**src/rtl/wbc_pkg.sv**
```systemverilog
package wbc_pkg;
  typedef enum logic [1:0] {
    ST_IDLE      = 2'd0,
    ST_WRITEBACK = 2'd1,
    ST_FILL      = 2'd2,
    ST_RESPOND   = 2'd3
  } wbc_state_e;
endpackage

```
**src/rtl/wbc_tag_array.sv**
```systemverilog
module wbc_tag_array #(
  parameter int LINES = 2,
  parameter int TAG_W = 4,
  parameter int WAY_W = 1
) (
  input  logic                           clk,
  input  logic                           rst,
  input  logic [TAG_W-1:0]               lookup_tag,
  output logic                           hit,
  output logic [WAY_W-1:0]               hit_way,
  input  logic                           alloc_en,
  input  logic [WAY_W-1:0]               alloc_way,
  input  logic [TAG_W-1:0]               alloc_tag,
  input  logic                           dirty_en,
  input  logic [WAY_W-1:0]               dirty_way,
  input  logic                           inval_en,
  input  logic [WAY_W-1:0]               inval_way,
  output logic [LINES-1:0]               valid_vec,
  output logic [LINES-1:0]               dirty_vec,
  output logic [LINES-1:0][TAG_W-1:0]    tag_vec
);

  logic [LINES-1:0] match;

  for (genvar i = 0; i < LINES; i++) begin : g_line
    logic             v_r;
    logic             d_r;
    logic [TAG_W-1:0] t_r;

    always_ff @(posedge clk) begin
      if (rst) begin
        v_r <= 1'b0;
        d_r <= 1'b0;
        t_r <= '0;
      end else begin
        if (inval_en && inval_way == WAY_W'(i)) begin
          v_r <= 1'b0;
          d_r <= 1'b0;
        end
        if (alloc_en && alloc_way == WAY_W'(i)) begin
          v_r <= 1'b1;
          d_r <= 1'b0;
          t_r <= alloc_tag;
        end
        if (dirty_en && dirty_way == WAY_W'(i)) d_r <= 1'b1;
      end
    end

    assign valid_vec[i] = v_r;
    assign dirty_vec[i] = d_r;
    assign tag_vec[i]   = t_r;
    assign match[i]     = v_r && (t_r == lookup_tag);
  end

  always_comb begin
    hit_way = '0;
    for (int i = 0; i < LINES; i++) begin
      if (match[i]) hit_way = WAY_W'(i);
    end
  end
  assign hit = |match;

  AST_SINGLE_MATCH: assert property (@(posedge clk) disable iff (rst) $onehot0(match));

endmodule

```
**src/rtl/wbc_lru.sv**
```systemverilog
module wbc_lru #(
  parameter int LINES = 2,
  parameter int WAY_W = 1
) (
  input  logic             clk,
  input  logic             rst,
  input  logic             touch_en,
  input  logic [WAY_W-1:0] touch_way,
  input  logic [LINES-1:0] valid_vec,
  output logic [WAY_W-1:0] victim_way
);

  localparam logic [WAY_W-1:0] OLDEST = WAY_W'(LINES - 1);

  logic [WAY_W-1:0] age_q [LINES];
  logic [LINES-1:0] is_oldest;

  always_ff @(posedge clk) begin
    if (rst) begin
      for (int j = 0; j < LINES; j++) age_q[j] <= WAY_W'(j);
    end else if (touch_en) begin
      for (int j = 0; j < LINES; j++) begin
        if (WAY_W'(j) == touch_way)
          age_q[j] <= '0;
        else if (age_q[j] < age_q[touch_way])
          age_q[j] <= age_q[j] + 1'b1;
      end
    end
  end

  always_comb begin
    for (int j = 0; j < LINES; j++) is_oldest[j] = (age_q[j] == OLDEST);
  end

  always_comb begin
    victim_way = '0;
    for (int j = LINES - 1; j >= 0; j--) begin
      if (is_oldest[j]) victim_way = WAY_W'(j);
    end
    if (!(&valid_vec)) begin
      for (int j = LINES - 1; j >= 0; j--) begin
        if (!valid_vec[j]) victim_way = WAY_W'(j);
      end
    end
  end

  AST_ONE_OLDEST: assert property (@(posedge clk) disable iff (rst) $countones(is_oldest) == 1);

endmodule

```
**src/rtl/wbc_line_data.sv**
```systemverilog
module wbc_line_data #(
  parameter int DEPTH  = 4,
  parameter int IDX_W  = 2,
  parameter int DATA_W = 8
) (
  input  logic              clk,
  input  logic              we,
  input  logic [IDX_W-1:0]  waddr,
  input  logic [DATA_W-1:0] wdata,
  input  logic [IDX_W-1:0]  raddr_a,
  output logic [DATA_W-1:0] rdata_a,
  input  logic [IDX_W-1:0]  raddr_b,
  output logic [DATA_W-1:0] rdata_b
);

  logic [DATA_W-1:0] store [DEPTH];

  always_ff @(posedge clk) begin
    if (we) store[waddr] <= wdata;
  end

  assign rdata_a = store[raddr_a];
  assign rdata_b = store[raddr_b];

endmodule

```
**src/rtl/wbc_cache.sv**
```systemverilog
module wbc_cache
  import wbc_pkg::*;
#(
  parameter int ADDR_W = 5,
  parameter int OFF_W  = 1,
  parameter int LINES  = 2,
  parameter int DATA_W = 8,
  parameter int CNT_W  = 16
) (
  input  logic              clk,
  input  logic              rst,
  input  logic              req_valid,
  input  logic              req_write,
  input  logic [ADDR_W-1:0] req_addr,
  input  logic [DATA_W-1:0] req_wdata,
  output logic              req_ready,
  output logic              rsp_valid,
  output logic [DATA_W-1:0] rsp_rdata,
  output logic              rsp_hit,
  output logic              mem_req,
  output logic              mem_we,
  output logic [ADDR_W-1:0] mem_addr,
  output logic [DATA_W-1:0] mem_wdata,
  input  logic [DATA_W-1:0] mem_rdata,
  output logic [CNT_W-1:0]  hit_count,
  output logic [CNT_W-1:0]  miss_count
);

  localparam int BLOCK = 1 << OFF_W;
  localparam int TAG_W = ADDR_W - OFF_W;
  localparam int WAY_W = $clog2(LINES);
  localparam int IDX_W = WAY_W + OFF_W;
  localparam int DEPTH = LINES * BLOCK;
  localparam logic [OFF_W-1:0] LAST_BEAT = OFF_W'(BLOCK - 1);

  wbc_state_e        state_q;
  logic [ADDR_W-1:0] addr_q;
  logic              wr_q;
  logic [DATA_W-1:0] wdata_q;
  logic [WAY_W-1:0]  way_q;
  logic              hit_q;
  logic [OFF_W-1:0]  beat_q;
  logic              issue_done_q;
  logic              rd_pend_q;
  logic [OFF_W-1:0]  rd_beat_q;
  logic              rsp_valid_q;
  logic [DATA_W-1:0] rsp_rdata_q;
  logic              rsp_hit_q;
  logic [CNT_W-1:0]  hit_cnt_q;
  logic [CNT_W-1:0]  miss_cnt_q;

  logic                        hit;
  logic [WAY_W-1:0]            hit_way;
  logic [WAY_W-1:0]            victim_way;
  logic [LINES-1:0]            valid_vec;
  logic [LINES-1:0]            dirty_vec;
  logic [LINES-1:0][TAG_W-1:0] tag_vec;

  logic              accept;
  logic              victim_dirty;
  logic              wb_last;
  logic              fill_cap;
  logic              fill_last;
  logic              alloc_en;
  logic              dirty_en;
  logic              inval_en;
  logic [WAY_W-1:0]  inval_way;
  logic              touch_en;
  logic              dat_we;
  logic [IDX_W-1:0]  dat_waddr;
  logic [DATA_W-1:0] dat_wdata;
  logic [DATA_W-1:0] dat_rd_wb;
  logic [DATA_W-1:0] dat_rd_rsp;

  assign accept       = (state_q == ST_IDLE) && req_valid;
  assign victim_dirty = valid_vec[victim_way] && dirty_vec[victim_way];
  assign wb_last      = (state_q == ST_WRITEBACK) && (beat_q == LAST_BEAT);
  assign fill_cap     = (state_q == ST_FILL) && rd_pend_q;
  assign fill_last    = fill_cap && (rd_beat_q == LAST_BEAT);
  assign alloc_en     = fill_last;
  assign dirty_en     = (state_q == ST_RESPOND) && wr_q;
  assign touch_en     = (state_q == ST_RESPOND);

  always_comb begin
    inval_en  = 1'b0;
    inval_way = way_q;
    if (accept && !hit && !victim_dirty) begin
      inval_en  = 1'b1;
      inval_way = victim_way;
    end else if (wb_last) begin
      inval_en  = 1'b1;
    end
  end

  always_comb begin
    mem_req   = 1'b0;
    mem_we    = 1'b0;
    mem_addr  = '0;
    mem_wdata = dat_rd_wb;
    case (state_q)
      ST_WRITEBACK: begin
        mem_req  = 1'b1;
        mem_we   = 1'b1;
        mem_addr = {tag_vec[way_q], beat_q};
      end
      ST_FILL: begin
        mem_req  = !issue_done_q;
        mem_addr = {addr_q[ADDR_W-1:OFF_W], beat_q};
      end
      default: ;
    endcase
  end

  always_comb begin
    dat_we    = 1'b0;
    dat_waddr = {way_q, addr_q[OFF_W-1:0]};
    dat_wdata = wdata_q;
    if (fill_cap) begin
      dat_we    = 1'b1;
      dat_waddr = {way_q, rd_beat_q};
      dat_wdata = mem_rdata;
    end else if (dirty_en) begin
      dat_we    = 1'b1;
    end
  end

  wbc_tag_array #(.LINES(LINES), .TAG_W(TAG_W), .WAY_W(WAY_W)) u_tags (
    .clk(clk), .rst(rst),
    .lookup_tag(req_addr[ADDR_W-1:OFF_W]),
    .hit(hit), .hit_way(hit_way),
    .alloc_en(alloc_en), .alloc_way(way_q), .alloc_tag(addr_q[ADDR_W-1:OFF_W]),
    .dirty_en(dirty_en), .dirty_way(way_q),
    .inval_en(inval_en), .inval_way(inval_way),
    .valid_vec(valid_vec), .dirty_vec(dirty_vec), .tag_vec(tag_vec)
  );

  wbc_lru #(.LINES(LINES), .WAY_W(WAY_W)) u_lru (
    .clk(clk), .rst(rst),
    .touch_en(touch_en), .touch_way(way_q),
    .valid_vec(valid_vec), .victim_way(victim_way)
  );

  wbc_line_data #(.DEPTH(DEPTH), .IDX_W(IDX_W), .DATA_W(DATA_W)) u_data (
    .clk(clk), .we(dat_we), .waddr(dat_waddr), .wdata(dat_wdata),
    .raddr_a({way_q, beat_q}), .rdata_a(dat_rd_wb),
    .raddr_b({way_q, addr_q[OFF_W-1:0]}), .rdata_b(dat_rd_rsp)
  );

  always_ff @(posedge clk) begin
    if (rst) begin
      state_q      <= ST_IDLE;
      addr_q       <= '0;
      wr_q         <= 1'b0;
      wdata_q      <= '0;
      way_q        <= '0;
      hit_q        <= 1'b0;
      beat_q       <= '0;
      issue_done_q <= 1'b0;
      rd_pend_q    <= 1'b0;
      rd_beat_q    <= '0;
      rsp_valid_q  <= 1'b0;
      rsp_rdata_q  <= '0;
      rsp_hit_q    <= 1'b0;
      hit_cnt_q    <= '0;
      miss_cnt_q   <= '0;
    end else begin
      rsp_valid_q <= 1'b0;
      rd_pend_q   <= (state_q == ST_FILL) && mem_req;
      rd_beat_q   <= beat_q;
      case (state_q)
        ST_IDLE: begin
          if (req_valid) begin
            addr_q  <= req_addr;
            wr_q    <= req_write;
            wdata_q <= req_wdata;
            if (hit) begin
              way_q     <= hit_way;
              hit_q     <= 1'b1;
              hit_cnt_q <= hit_cnt_q + 1'b1;
              state_q   <= ST_RESPOND;
            end else begin
              way_q        <= victim_way;
              hit_q        <= 1'b0;
              miss_cnt_q   <= miss_cnt_q + 1'b1;
              beat_q       <= '0;
              issue_done_q <= 1'b0;
              state_q      <= victim_dirty ? ST_WRITEBACK : ST_FILL;
            end
          end
        end
        ST_WRITEBACK: begin
          beat_q <= beat_q + 1'b1;
          if (beat_q == LAST_BEAT) begin
            beat_q       <= '0;
            issue_done_q <= 1'b0;
            state_q      <= ST_FILL;
          end
        end
        ST_FILL: begin
          if (!issue_done_q) begin
            beat_q <= beat_q + 1'b1;
            if (beat_q == LAST_BEAT) issue_done_q <= 1'b1;
          end
          if (fill_last) state_q <= ST_RESPOND;
        end
        ST_RESPOND: begin
          rsp_valid_q <= 1'b1;
          rsp_rdata_q <= wr_q ? wdata_q : dat_rd_rsp;
          rsp_hit_q   <= hit_q;
          state_q     <= ST_IDLE;
        end
        default: state_q <= ST_IDLE;
      endcase
    end
  end

  assign req_ready  = (state_q == ST_IDLE);
  assign rsp_valid  = rsp_valid_q;
  assign rsp_rdata  = rsp_rdata_q;
  assign rsp_hit    = rsp_hit_q;
  assign hit_count  = hit_cnt_q;
  assign miss_count = miss_cnt_q;

  AST_IDLE_QUIET: assert property (@(posedge clk) disable iff (rst)
    (state_q == ST_IDLE || state_q == ST_RESPOND) |-> !mem_req);
  AST_WB_ONLY_DIRTY: assert property (@(posedge clk) disable iff (rst)
    (mem_req && mem_we) |-> (valid_vec[way_q] && dirty_vec[way_q]));
  AST_STORE_MARKS_DIRTY: assert property (@(posedge clk) disable iff (rst)
    (state_q == ST_RESPOND && wr_q) |=> dirty_vec[way_q]);
  AST_FILL_CLEAN: assert property (@(posedge clk) disable iff (rst)
    (state_q == ST_RESPOND && !hit_q && !wr_q) |-> (valid_vec[way_q] && !dirty_vec[way_q]));
  AST_RSP_PULSE: assert property (@(posedge clk) disable iff (rst)
    rsp_valid |=> !rsp_valid);
  AST_RSP_READY: assert property (@(posedge clk) disable iff (rst)
    rsp_valid |-> req_ready);
  AST_MISS_STEP: assert property (@(posedge clk) disable iff (rst)
    !$stable(miss_cnt_q) |-> miss_cnt_q == $past(miss_cnt_q) + CNT_W'(1));
  AST_HIT_STEP: assert property (@(posedge clk) disable iff (rst)
    !$stable(hit_cnt_q) |-> hit_cnt_q == $past(hit_cnt_q) + CNT_W'(1));

endmodule

```
**config.mk**
```make
export PLATFORM = sky130hd
export DESIGN_NAME = wbc_cache
export DESIGN_NICKNAME = d
export VERILOG_FILES = /design/src/rtl/wbc_pkg.sv /design/src/rtl/wbc_tag_array.sv /design/src/rtl/wbc_lru.sv /design/src/rtl/wbc_line_data.sv /design/src/rtl/wbc_cache.sv
export SDC_FILE = /design/constraint.sdc
export NUM_CORES = 1
export LEC_CHECK = 0
export BUFFER_PORTS_ARGS = -buffer_cell sky130_fd_sc_hd__buf_2
export CAP_MARGIN = 20
export CORE_UTILIZATION = 40
export DETAILED_ROUTE_END_ITERATION = 6
export GPL_TIMING_DRIVEN = 0
export REMOVE_ABC_BUFFERS = 1
export SYNTH_ARGS = -nofsm -noshare
export SYNTH_HDL_FRONTEND = slang
export SYNTH_HIERARCHICAL = 1
export SYNTH_SLANG_ARGS = --single-unit
```
**constraint.sdc**
```tcl
create_clock -name clk -period 3.3 [get_ports clk]
set_input_delay 0.165 -clock clk [delete_from_list [all_inputs] [get_ports clk]]
set_output_delay 0.165 -clock clk [all_outputs]
set_load 0.02 [all_outputs]
```
* After elaboration in Yosys (flattened, before gate mapping)
Memories as Yosys holds them, arrays and structs flattened. A register that Yosys moved wholly into a read port is not among the register bits.
Index checks and enable logic that the tools add are counted.
** Storage, ports and cells
- Register bits :: 68
- Bits in writable memories :: 34
- Output and inout bits :: 58
- Word-level logic and storage cells :: 158
- Memories :: 2
** Memories
- u_data.store :: depth 4, width 8, rd ports 2, clocked after memory_dff 1, write ports 1, RTL line wbc_line_data.sv:16 : logic [DATA_W-1:0] store [DEPTH];
- u_lru.age_q :: depth 2, width 1, rd ports 3, clocked after memory_dff 1, write ports 2, RTL line wbc_lru.sv:15 : logic [WAY_W-1:0] age_q [LINES];
** Cells by class
- Add/sub/neg operators :: 5
- $lt $le $gt $ge :: 4
- Equality and inequality tests :: 10
- Mux-type cells :: 76
- Bitwise gates (word level) :: 7
- Reductions and logical operators :: 34
** Operator list (count)
- $mux W1 :: 63
- $add A16 B1 Y16 const B :: 2
- $logic_and A1 B1 Y1 :: 17
- $mux W2 :: 5
- $pmux W5 S2 :: 1
- $reduce_and A3 Y1 :: 3
- $reduce_bool A3 Y1 :: 3
- $eq A4 B4 Y1 :: 2
- $mux W4 :: 2
- $mux W8 :: 1
- $ne A2 B2 Y1 const B :: 4
- $pmux W2 S4 :: 1
- $reduce_and A4 Y1 :: 2
- $pmux W1 S3 :: 2
- $eq A2 B2 Y1 const B :: 2
- $lt A1 B2 Y1 const B :: 2
- $or A1 B1 Y1 :: 4
- $reduce_and A2 Y1 :: 2
- $reduce_bool A2 Y1 :: 2
- $add A1 B1 Y1 const B :: 3
- $logic_not A1 Y1 :: 3
- $not A1 Y1 :: 3
- $eq A2 B1 Y1 const B :: 1
- $logic_not A2 Y1 :: 1
- 4 further kinds :: 5

* Logic depth before layout (Yosys ltp)
- Word-level depth :: 16
- Gate-level depth with buffers :: 11
- Gate-level depth less buffers :: 10

* Modules after synthesis
The synthesis kept the hierarchy.
** Modules (own cells, without submodules)
- wbc_cache :: instances 1, cells an instance 366, area an instance 3067.9 µm², seq. area each 1281.2 µm²
- wbc_line_data :: instances 1, cells an instance 56, area an instance 1385.1 µm², seq. area each 960.9 µm²
- wbc_tag_array :: instances 1, cells an instance 63, area an instance 558.0 µm², seq. area each 240.2 µm²
- wbc_lru :: instances 1, cells an instance 13, area an instance 126.4 µm², seq. area each 60.1 µm²

* Worst setup path before layout
OpenSTA, ideal clock, no wires.
- Kind :: flip-flop to flip-flop
- Start point :: register state_q[1]
- End point :: memory u_data.store[0][0], enable pin
- Setup time :: 385 ps
- Arrival :: 2056 ps
- Slack :: 858 ps
- Stages on the path, launching flop included :: 7
- Clock period less this slack :: 2442 ps
- Cells stage by stage :: dfxtp_1 ha_1 clkbuf_1 buf_1 nand2_1 nand2_1 nor3b_1
** Between the ends
- Longest elaborated chain between the ends :: 6
** Ends and longest elaborated chain
- start, declared :: RTL line wbc_cache.sv:36 : wbc_state_e state_q;
- start signal, assigned :: RTL line wbc_cache.sv:187 : state_q <= victim_dirty ? ST_WRITEBACK : ST_FILL;
- $eq A2 B2 Y1
- net touch_en :: RTL line wbc_cache.sv:68 : logic touch_en;
- $logic_and A1 B1 Y1 :: RTL line wbc_cache.sv:81 : assign dirty_en = (state_q == ST_RESPOND) && wr_q;
- $mux W1 :: RTL line wbc_cache.sv:122 : end else if (dirty_en) begin
- $mux W1 :: RTL line wbc_cache.sv:118 : if (fill_cap) begin
- net dat_we :: RTL line wbc_cache.sv:69 : logic dat_we;
- $mux W1 :: RTL line wbc_line_data.sv:19 : if (we) store[waddr] <= wdata;
- $mux W1 (implied by the code) :: RTL line wbc_line_data.sv:19
- end, declared :: RTL line wbc_line_data.sv:16
The timed path passes the listed nets, and every way through them passes these cells.

* Worst setup path in the final report
- Start point :: register u_tags.g_line[1].t_r[1]
- End point :: register hit_cnt_q[12], in the netlist hit_count[12]
** Between the ends
- Longest elaborated chain between the ends :: 4
** Ends and longest elaborated chain
- start, declared :: RTL line wbc_tag_array.sv:28 : logic [TAG_W-1:0] t_r;
- start signal, assigned :: RTL line wbc_tag_array.sv:43 : t_r <= alloc_tag;
- $eq A4 B4 Y1 :: RTL line wbc_tag_array.sv:52 : assign match[i] = v_r && (t_r == lookup_tag);
- $logic_and A1 B1 Y1 :: RTL line wbc_tag_array.sv:52
- $reduce_or A2 Y1 :: RTL line wbc_tag_array.sv:61 : assign hit = |match;
- net hit :: RTL line wbc_cache.sv:52 : logic hit;
- $reduce_and A3 Y1 (no source line)
- end signal, assigned :: RTL line wbc_cache.sv:179 : hit_cnt_q <= hit_cnt_q + 1'b1;
- end, declared :: RTL line wbc_cache.sv:49 : logic [CNT_W-1:0] hit_cnt_q;
The timed path passes the listed nets, and every way through them passes these cells.
A chain may end at the register's enable or synchronous reset.

==> impl_summary.txt <==
----------------------------------------------------
[Synth]
  Proportion of synthesized flip-flops having asynchronous set or reset ... 0%
  Sequential share of the synthesized area ... 49.5%
  Synthesized-area fraction occupied by adder cells ... 1.95%
  Number of enable-type register cells in the synthesized netlist ... 34
  Cell variety after synth ... 55
  Post-synthesis sequential element count ... 110
  Combinational family with the most area after synthesis ... simple AND/OR/NAND/NOR gates
  Simple logic cell fraction of the synthesized area ... between 15 and 20%
  Total standard cell area after synthesis ... between 0.005 and 0.006 mm2
  Dominant register cell in the synthesized netlist ... sky130_fd_sc_hd__dfxtp_1
  Biggest area consumer among synthesized cells ... sky130_fd_sc_hd__dfxtp_1
  Cells taking the most area after synthesis ... sky130_fd_sc_hd__dfxtp_1, sky130_fd_sc_hd__edfxtp_1, sky130_fd_sc_hd__mux4_2, sky130_fd_sc_hd__nand2_1, sky130_fd_sc_hd__a21oi_1
  Complex-gate fraction of the synthesized area ... approximately a tenth
  Average cell area after synthesis ... slightly above 10 um2
  Number of warnings printed during yosys synthesis ... 6
  Post-synthesis mux area share ... 12.9%
  Fraction of post-synthesis cell area in the top cell type by area ... between 20% and 30%
  Xor and xnor fraction of the mapped netlist area ... 4.26%
  Syn Inst Count ... 498

[Critical path]
  Cell depth of the worst flop-to-flop path ... 7
  Critical Path Sink Type ... register
  Startpoint of the worst register-to-register path ... u_tags/g_line[1].t_r[1]
  Critical path, cell by cell ... xor2_1, nor4_2, a31o_1, nand4_2, or2_1, or4_1, a21oi_1
  Worst stage delay on the critical path ... 0.49 ns
  Required arrival time at the worst endpoint ... 3.58 ns
  Register-to-register path setup slack ... 0.65 ns
  Startpoint type of the worst setup path ... register
  Worst EP arrival ... 2.93 ns
  Worst r2r dst ... hit_count[12]
  Category of the critical setup timing path ... register to register
  Kind of cell with the highest combined delay on the critical path ... simple AND/OR/NAND/NOR gates
  Worst Path Max Fanout ... 11
  Total buffers and inverters traversed by the critical path ... 0
  Slowest CP cell ... sky130_fd_sc_hd__or4_1

[STA]
  Clock Skews ... ~0.0046 ns
  Total of endpoints with negative setup slack in the final report ... 0
  Final Max Tran Viols ... 0
  Shortest clock period the worst path allows after layout ... 2.65 ns
  Transition at the pin with the smallest max-transition slack ... ~0.85 ns
  Fin. Hold Viols ... 0
  Setup TNS ... 0 ns
  Final Cycle Share ... 80.3%
  Unrepaired setup endpoints after global routing ... no
  Fmax achieved ... 0.377 GHz
  Worst relative slew slack ... between 40 and 50%

[Final layout]
  Design area ... between 0.005 and 0.006 mm2
  Area Overhead vs Synth ... 16.0%
  Final Net Count ... 596
  Fraction of layout instances using a drive strength above 1 ... 23.2%
  Number of antenna cells inserted ... 0
  Final core occ ... a little under half

[Clock network]
  Number of H-tree levels ... 3
  Clock tree from TritonCTS ... yes
  Hold buffers post-CTS ... 0
  Root Buffer Master ... sky130_fd_sc_hd__clkbuf_16
  Worst-Skew Late Latency ... about 0.35 ns
  Number of buffers created by CTS ... 9
  Post-CTS Setup Repair Bufs ... 0
  Clock sinks ... 110
  Clock transition at path regs ... 0.07 ns
  Post-cts repair resize count ... 0
  Maximum clock path buffer count ... 2

[Routing]
  1st-iter DRT viols ... 279
  Pre-Repair DR Iteration Count ... 4
  Vias ... 3,906
  Number of routed nets with antenna violations ... 0
  DRC violations left ... 0
  Detail-routed via count per cell ... around 5.3
  Post-Route WL ... 11.5 mm
  Wirelength per Cell ... 15.5 um

[Pwr]
  Share of total power in the clock network ... 32.1%
  Sequential share of power ... 44.1%
  Internal Power ... about 2.5 mW
  Fraction of power spent switching nets ... 31.4%
  Switching power of the nets ... 1.14 mW
  VDD IR-drop max ... 0.282 mV
  Static power due to leakage ... approximately 2.3 nW
  Combinational share of power ... 23.7%
  Cell area power density ... 611 mW/mm2

[Floorplanning]
  Vertical die dimension ... 115 um
  Starting density of the core ... 40.9%
  Number of core rows ... 41
  Horizontal die dimension ... 115 um
  Placeable core region ... 0.0126 mm2
  I/O Pins ... 83
  Floorplan die area ... 0.0133 mm2

[Global route]
  Global-route wire length before repair ... 18.8 mm
  Pin count of the biggest net entering global routing ... 81
  Number of antenna violations at the first check in global routing ... 0
  Gr ovfl total ... 0
  Global routing usage summed across all routing layers ... between 15 and 20%
  Vias in the first global route ... 3,836

[Job]
  # Max-Cap Violations ... 0

[Status]
  Outcome ... complete, no violations

[Worst hold path]
  Hold Path Origin ... req_wdata[4]
  End point of the most critical hold path ... wdata_q[4]
  Worst hold path depth ... 3
  HP Class ... input port to register

[Placement]
  Sum of net half-perimeters after detailed placement ... approximately 7.6 mm
  Port-buffer cells ... 82
  Area of placed instances ... 0.00564 mm2
  Weighted congestion at the end of routability-driven global placement ... 0.747

----------------------------------------------------
[worst max path at each step]
stage / from / endpoint / cells after the start
2_1_floorplan: u_tags/g_line[1].t_r[0] / miss_count[15] / 7
6_report: u_tags/g_line[1].t_r[1] / hit_count[12] / 7
3_3_place_gp: state_q[0] / u_data/store[0][7] / 6
3_5_place_dp: u_tags/g_line[1].t_r[1] / hit_count[12] / 7
4_1_cts: u_tags/g_line[1].t_r[1] / hit_count[12] / 7
5_1_grt: u_tags/g_line[1].t_r[1] / hit_count[12] / 7
[area by class of cell]
type	instances	area (um2)
Fill cell	1202	6610
Sequential cell	110	2540
Multi-Input combinational cell	346	2390
Timing Repair Buffer	83	440
Clock buffer	9	225
Tap cell	172	215
Clock inverter	7	95.1
Inverter	13	48.8
[cell usage after synthesis (3+ instances only)]
cell type and number:
sky130_fd_sc_hd__ha_1 8, sky130_fd_sc_hd__or3_1 9, sky130_fd_sc_hd__xor2_1 8, sky130_fd_sc_hd__o21ai_0 16, sky130_fd_sc_hd__nor3_1 9, sky130_fd_sc_hd__mux4_2 16
sky130_fd_sc_hd__mux2_2 9, sky130_fd_sc_hd__and2_1 5, sky130_fd_sc_hd__nand2_1 66, sky130_fd_sc_hd__nor4_1 3, sky130_fd_sc_hd__nand4b_1 3, sky130_fd_sc_hd__edfxtp_1 34
sky130_fd_sc_hd__dfxtp_1 76, sky130_fd_sc_hd__and3_1 4, sky130_fd_sc_hd__nand2b_1 7, sky130_fd_sc_hd__nor2b_1 3, sky130_fd_sc_hd__xnor2_1 17, sky130_fd_sc_hd__buf_4 8
sky130_fd_sc_hd__and3b_1 3, sky130_fd_sc_hd__inv_1 13, sky130_fd_sc_hd__a21oi_1 41, sky130_fd_sc_hd__or4_1 3, sky130_fd_sc_hd__nand4_1 3, sky130_fd_sc_hd__mux2i_1 20
sky130_fd_sc_hd__nor2_1 41, sky130_fd_sc_hd__nand3_1 14, sky130_fd_sc_hd__clkbuf_1 16, sky130_fd_sc_hd__a211oi_1 9
[cells by family after synthesis]
kind of cell             count (synthesis)
AND/OR/NAND/NOR                        185
buffers and inverters                   42
flip-flops                             110
multiplexers                            45
AO/OA/AOI/OAI                           83
adder cells (fa/ha/maj)                  8
XOR/XNOR                                25
[power by group through the flow]
stage / sequential, mW / combinational, mW / clock, mW
final: 1.61 / 0.865 / 1.17
after global routing: 1.63 / 0.958 / 1.25
after CTS: 1.61 / 0.877 / 1.20
after detailed placement: 1.64 / 0.875 / 0
after global placement: 1.65 / 0.821 / 0
after floorplan: 1.65 / 0.557 / 0
[per-stage QoR]
step / hold WS, ns / power, mW / cells / worst slack [ns]
2_1_floorplan: 0.234 / 2.20 / 469 / 1.01
3_3_place_gp: 0.406 / 2.48 / 723 / 0.199
3_5_place_dp: 0.411 / 2.51 / 724 / 0.630
4_1_cts: 0.0332 / 3.69 / 740 / 0.626
5_1_grt: 0.0565 / 3.83 / 740 / 0.379
6_report: 0.0436 / 3.64 / 740 / 0.650
[registers in the layout, summed over array words and instances, names as in the netlist]
name / cells
addr_q: 5
beat_q: 1
hit_count: 16
hit_q: 1
issue_done_q: 1
miss_count: 16
rd_beat_q: 1
rd_pend_q: 1
rsp_hit: 1
rsp_rdata: 8
rsp_valid: 1
state_q: 2
u_data/store: 32
u_lru/age_q: 2
u_tags/g_line.d_r: 2
u_tags/g_line.t_r: 8
u_tags/g_line.v_r: 2
way_q: 1
wdata_q: 8
wr_q: 1
[routing by layer]
layer	vias to the layer above	part of all wire (%)	track usage (%)	wire length, um
li1	1912	-	-	-
met2	77	50	31.6	5690
met3	15	3.4	3.58	391
met4	0	1.9	8.14	221
met1	1902	45	22.8	5160
met5	-	0	0	0
[worst min-delay path, stage by stage]
cell and delay (ns):
sky130_fd_sc_hd__buf_2 0.09, sky130_fd_sc_hd__nand2_1 0.04, sky130_fd_sc_hd__a21oi_1 0.05
[cells in the final DEF (no fill, tap or decap), drive strengths merged, types with 4 or more instances in the layout]
| cell type | instances |
|---|---|
| a211oi | 9 |
| a21oi | 41 |
| and2 | 5 |
| and3 | 4 |
| buf | 83 |
| clkbuf | 9 |
| dfxtp | 76 |
| edfxtp | 34 |
| ha | 8 |
| inv | 15 |
| mux2 | 9 |
| mux2i | 20 |
| mux4 | 16 |
| nand2 | 66 |
| nand2b | 7 |
| nand3 | 14 |
| nand4 | 5 |
| nor2 | 41 |
| nor2b | 4 |
| nor3 | 9 |
| nor4 | 4 |
| o21ai | 17 |
| or3 | 9 |
| or4 | 5 |
| xnor2 | 17 |
| xor2 | 8 |
(Power assumes the default switching activity.)
